**src/rtl/ucode_loader.sv**
```systemverilog
module ucode_loader #(
  parameter int LEN_W      = 12,
  parameter int MISS_LIMIT = 4,
  parameter int REG_AW     = 8,
  parameter int REG_DW     = 32,
  parameter logic [REG_AW-1:0] CTRL_REG  = 8'h10,
  parameter logic [REG_AW-1:0] PTR_REG   = 8'h11,
  parameter logic [REG_AW-1:0] DATA_REG  = 8'h12,
  parameter logic [REG_DW-1:0] HOLD_WORD = 32'h0000_008C,
  parameter logic [REG_DW-1:0] RUN_WORD  = 32'h0000_010B,
  localparam int MW = $clog2(MISS_LIMIT + 2)
) (
  input  logic              clk,
  input  logic              rst_n,
  input  logic              go,
  input  logic [LEN_W-1:0]  img_len,
  output logic [LEN_W-1:0]  img_idx,
  input  logic [7:0]        img_byte,
  output logic              acc_req,
  output logic              acc_we,
  output logic [REG_AW-1:0] acc_addr,
  output logic [REG_DW-1:0] acc_wdata,
  input  logic              acc_ack,
  input  logic              acc_err,
  input  logic [REG_DW-1:0] acc_rdata,
  output logic              busy,
  output logic              done,
  output logic              pass,
  output logic [MW-1:0]     miss_cnt,
  output logic [LEN_W-1:0]  first_miss
);

  typedef enum logic [2:0] {S_IDLE, S_HOLD, S_REW1, S_LOAD, S_REW2, S_CHECK, S_RUN} st_t;

  st_t              st;
  logic [LEN_W-1:0] idx, len_q;
  logic             last, rd_big, rd_bad;

  assign busy    = (st != S_IDLE);
  assign acc_req = busy;
  assign acc_we  = (st != S_CHECK);
  assign img_idx = idx;
  assign last    = (idx == len_q - 1'b1);
  assign rd_big  = |acc_rdata[REG_DW-1:8];
  assign rd_bad  = (acc_rdata[7:0] != img_byte);

  always_comb begin
    acc_addr  = DATA_REG;
    acc_wdata = '0;
    case (st)
      S_HOLD:          begin acc_addr = CTRL_REG; acc_wdata = HOLD_WORD; end
      S_REW1, S_REW2:  acc_addr = PTR_REG;
      S_LOAD:          acc_wdata = {{(REG_DW-8){1'b0}}, img_byte};
      S_RUN:           begin acc_addr = CTRL_REG; acc_wdata = RUN_WORD; end
      default:         ;
    endcase
  end

  always_ff @(posedge clk) begin
    if (!rst_n) begin
      st <= S_IDLE; idx <= '0; len_q <= '0;
      miss_cnt <= '0; first_miss <= '0; done <= 1'b0; pass <= 1'b0;
    end else if (st == S_IDLE) begin
      if (go) begin
        st <= S_HOLD; len_q <= img_len; idx <= '0;
        miss_cnt <= '0; first_miss <= '0; done <= 1'b0; pass <= 1'b0;
      end
    end else if (acc_ack) begin
      if (acc_err) begin
        st <= S_IDLE; done <= 1'b1; pass <= 1'b0;
      end else begin
        case (st)
          S_HOLD: st <= S_REW1;
          S_REW1: st <= (len_q == '0) ? S_REW2 : S_LOAD;
          S_LOAD: begin
            if (last) begin idx <= '0; st <= S_REW2; end
            else idx <= idx + 1'b1;
          end
          S_REW2: st <= (len_q == '0) ? S_RUN : S_CHECK;
          S_CHECK: begin
            if (rd_big) begin
              st <= S_IDLE; done <= 1'b1;
            end else begin
              if (rd_bad) begin
                miss_cnt <= miss_cnt + 1'b1;
                if (miss_cnt == '0) first_miss <= idx;
              end
              if ((rd_bad && miss_cnt == MW'(MISS_LIMIT)) || (last && (rd_bad || miss_cnt != '0))) begin
                st <= S_IDLE; done <= 1'b1;
              end else if (last) st <= S_RUN;
              else idx <= idx + 1'b1;
            end
          end
          S_RUN: begin st <= S_IDLE; done <= 1'b1; pass <= 1'b1; end
          default: st <= S_IDLE;
        endcase
      end
    end
  end

  assert_req_hold_R13: assert property (@(posedge clk) disable iff (!rst_n)
    acc_req && !acc_ack |=> acc_req && $stable(acc_addr) && $stable(acc_we) && $stable(acc_wdata));

  assert_miss_cap_R8: assert property (@(posedge clk) disable iff (!rst_n)
    miss_cnt <= MW'(MISS_LIMIT + 1));

  assert_err_abort_R11: assert property (@(posedge clk) disable iff (!rst_n)
    acc_req && acc_ack && acc_err |=> done && !pass && !acc_req && $stable(miss_cnt));

  assert_big_fatal_R6: assert property (@(posedge clk) disable iff (!rst_n)
    acc_req && !acc_we && acc_ack && !acc_err && rd_big |=> done && !pass && !acc_req);

  assert_pass_clean_R9: assert property (@(posedge clk) disable iff (!rst_n)
    pass |-> done && miss_cnt == '0);

  assert_run_gate_R10: assert property (@(posedge clk) disable iff (!rst_n)
    acc_req && acc_we && acc_addr == CTRL_REG && acc_wdata == RUN_WORD |-> miss_cnt == '0);

endmodule

```
**config.mk**
```make
export PLATFORM = sky130hd
export DESIGN_NAME = ucode_loader
export DESIGN_NICKNAME = d
export VERILOG_FILES = /design/src/rtl/ucode_loader.sv
export SDC_FILE = /design/constraint.sdc
export NUM_CORES = 1
export LEC_CHECK = 0
export BUFFER_PORTS_ARGS = -buffer_cell sky130_fd_sc_hd__buf_2
export CORE_UTILIZATION = 49
export DETAILED_ROUTE_END_ITERATION = 6
export GPL_ROUTABILITY_DRIVEN = 1
export GPL_TIMING_DRIVEN = 0
export PLACE_DENSITY = 0.9
export SLEW_MARGIN = 5
export SYNTH_ARGS = -nofsm -noshare
export SYNTH_HDL_FRONTEND = slang
export SYNTH_SLANG_ARGS = --single-unit
```
**constraint.sdc**
```tcl
create_clock -name clk -period 4.6 [get_ports clk]
set_input_delay 0 -clock clk [delete_from_list [all_inputs] [get_ports clk]]
set_output_delay 0 -clock clk [all_outputs]
set_load 0.02 [all_outputs]
```
==> impl_metrics.yaml <==
setup_path:
  crit_path_start_kind: "flip-flop"
  critPathKind: "reg2reg"
  r2r-start: "len_q[0]$_SDFFE_PN0P_"
  crit_fanout: 7
  crit_required_ns: 4.81
  endpoint_kind: "flip-flop"
  ff2ff_setup_slack_ns: 1.67
  crit_cells: 11
  crit_path_end: "st[2]$_SDFFE_PN0P_"
  startpoint: "len_q[0]$_SDFFE_PN0P_"
  path_delay_family: "compound AO/OA/AOI/OAI gates"
  critical_path.cell_chain: "buf_6 > inv_1 > ha_1 > nor4b_4 > xnor2_1 > nor4_2 > o2111ai_2 > o41ai_1 > a21oi_1 > or2_2 > a32o_2"
  slowest_stage: "o41ai_1"
  timing.rr.end: "st[2]$_SDFFE_PN0P_"
  reg2reg_depth: 11
  worstPathArrival_ns: 3.14
  worstPathBufferInverterCount: 2
  critPathMaxStageDelay_ns: 0.43
clock_network:
  postCtsSetupRepairBufs: 0
  cts_tree: "done"
  cts_buffers: 5
  clock_path_buffers: 2
  cts.reportedPaths.clkPinSlew_ns: 0.09
  htree_levels: 2
  clock_latency_ns: 0.31
  clkSinkCount: 44
  root_buffer: "clkbuf_8"
power_and_ir_drop:
  p_total_w: 0.00107
  powerDensity_nw_per_um2: 265
  vdd_drop_max_uv: 233
  p_leak_nw: 1.82
timing:
  fmax_mhz: 342
  fin_crit_sh_pct: 63.6
  relSlewSlack_pct: 48.4
  hold_ws_ns: 0.114
  hold_viol: 0
  period_needed_ns: 2.93
  skew_ns: 0.00598
  finalMaxSlewViolations: 0
  grt_setup_unrepaired: "false"
  worst_pin_slew_ns: 0.768
  finalSetupViolCount: 0
  setup_tns_ns: 0
logic_synthesis:
  synth_ff_type: "dfxtp_1"
  synth_edf_count: 0
  ys_seq_area_share_pct: 28.3
  synth_cell_types: 59
  syn_area_um2: 3120
  synth.area.top_cells: "dfxtp_1, nand2_1, buf_4"
  yosysMostFrequentCell: "nand2_1"
  syn_inst: 406
  synthArstFlopShare_pct: 0
  ys_top_cells_by_count: "nand2_1, dfxtp_1, buf_4"
  yosys_warnings: 0
  avgSynthCellArea_um2: 7.68
  synth.top_cell.area_share_pct: 28.3
  synth_area_leader_cell: "dfxtp_1"
  ys_ff_latch: 44
min_path:
  holdPathStages: 3
  hp-class: "in2reg"
finish:
  layout-drive-gt1-share_pct: 28.5
  area_growth_syn_to_layout_pct: 29.4
  fill_cells: 542
  multi_input_area_um2: 1920
  finalNetCount: 611
  diodes: 0
  utilization_pct: 66.9
  regArea_um2: 881
placed_design:
  gp_congestion: 0.895
  port_buffers: 98
  hpwlAfterDp_um: 6460
detailed_routing:
  drt_iter0_markers: 241
  drt-total-wl_um: 8580
  vias: 3374
  drc: 0
  routedWlPerCell_um: 13.7
  drt_first_pass_iters: 5
  vias_per_cell: 5.39
  ant_nets: 0
floorplan:
  num_io_pins: 129
  start_util_pct: 51.7
  fp.coreArea_um2: 6030
  die_height_um: 81.8
  die_w_um: 81.8
  fp-row-count: 28
  die-area_um2: 6680
grt:
  grt_pass1_wl_um: 13300
  antenna_found_initial: 0
  grt_overflow: 0
  grt_pass1_vias: 3013
  grt_usage_pct: 26.0
  grt_start_max_net_pins: 15
flow_run:
  cap_violations: 0
run_status:
  status: "completed"
-- logic make-up (layout without fill, tap and decap cells) --
group / Yosys count / count (layout) / share of synthesized area [%]
simple gates: 172 / 172 / 29.3
compound gates: 87 / 87 / 20.3
buf+inv: 72 / 190 / 13.3
flops: 44 / 44 / 28.3
xor+xnor: 25 / 25 / 7.03
fa+ha+maj: 4 / 4 / 1.61
other cells: 2 / 29 / 0.241
-- worst reg2reg max path, delay by kind of cell (launching register included) --
kind	cells	cell delay, ns
AO/OA/AOI/OAI	4	1.09
XOR/XNOR	1	0.14
adder cells (fa/ha/maj)	1	0.19
buffers and inverters	2	0.18
flip-flops	1	0.32
AND/OR/NAND/NOR	3	0.90
-- power breakdown --
part           switching (W)  internal [W]
logic               0.000207      0.000144
registers          0.0000189      0.000395
clock network       0.000145      0.000161
-- per-stage QoR --
step	cell area (um2)	setup WS, ns	cells
4_1_cts	4030	1.73	626
5_1_grt	4030	1.54	626
3_3_place_gp	3800	1.79	606
6_report	4030	1.67	626
2_1_floorplan	3220	2.05	433
3_5_place_dp	3800	1.75	606
-- cells in the final DEF, fill, tap and decap left out, types with 4 or more instances in the layout --
cell and count:
nor2_1 14, o22ai_1 8, conb_1 29, nand2b_1 6, a21oi_1 21, and3_1 9
inv_1 19, xnor2_1 14, buf_6 4, a21boi_0 26, buf_4 30, dfxtp_1 44
nor4_1 11, nand3_1 26, ha_1 4, clkbuf_1 17, buf_2 100, xor2_1 11
o21ai_0 6, dlygate4sd3_1 12, nand2_1 64, nand3b_1 11, clkbuf_8 5, nor3_1 6
-- area by class of cell --
type	count	share of cell area, %
Sequential cell	44	21.8
Multi-Input combinational cell	317	47.6
Clock inverter	3	1.05
Timing Repair Buffer	110	15.1
Clock buffer	5	1.71
Inverter	19	1.77
Buffer	53	8.53
Tap cell	75	2.33
-- worst min path at each step --
stage,startpoint,endpoint,slack [ns]
finish,acc_ack,st[2]$_SDFFE_PN0P_,0.11
global route,acc_ack,st[2]$_SDFFE_PN0P_,0.14
CTS,acc_ack,st[2]$_SDFFE_PN0P_,0.11
detailed placement,img_len[3],len_q[3]$_SDFFE_PN0P_,0.26
global placement,img_len[3],len_q[3]$_SDFFE_PN0P_,0.25
floorplan,img_len[10],len_q[10]$_SDFFE_PN0P_,0.14
-- layer usage --
metal / global-route usage (%) / wire length [um] / part of all wire (%) / vias to the layer above
li1: - / - / - / 1650
met1: 31.0 / 3520 / 41 / 1558
met2: 45.7 / 4280 / 50 / 142
met3: 5.11 / 587 / 6.8 / 24
met4: 9.65 / 192 / 2.2 / 0
met5: 0 / 0 / 0 / -
-- sequential cells by signal, summed over array words and instances (netlist names) --
signal      cells
first_miss     12
st              3
pass            1
len_q          12
done            1
img_idx        12
miss_cnt        3
-- timing repair --
action	CTS	global route
resized for setup	0	0
endpoints found under the hold margin	12	0
hold buffers	12	0
No activity file was read; power rests on OpenSTA's default activity.
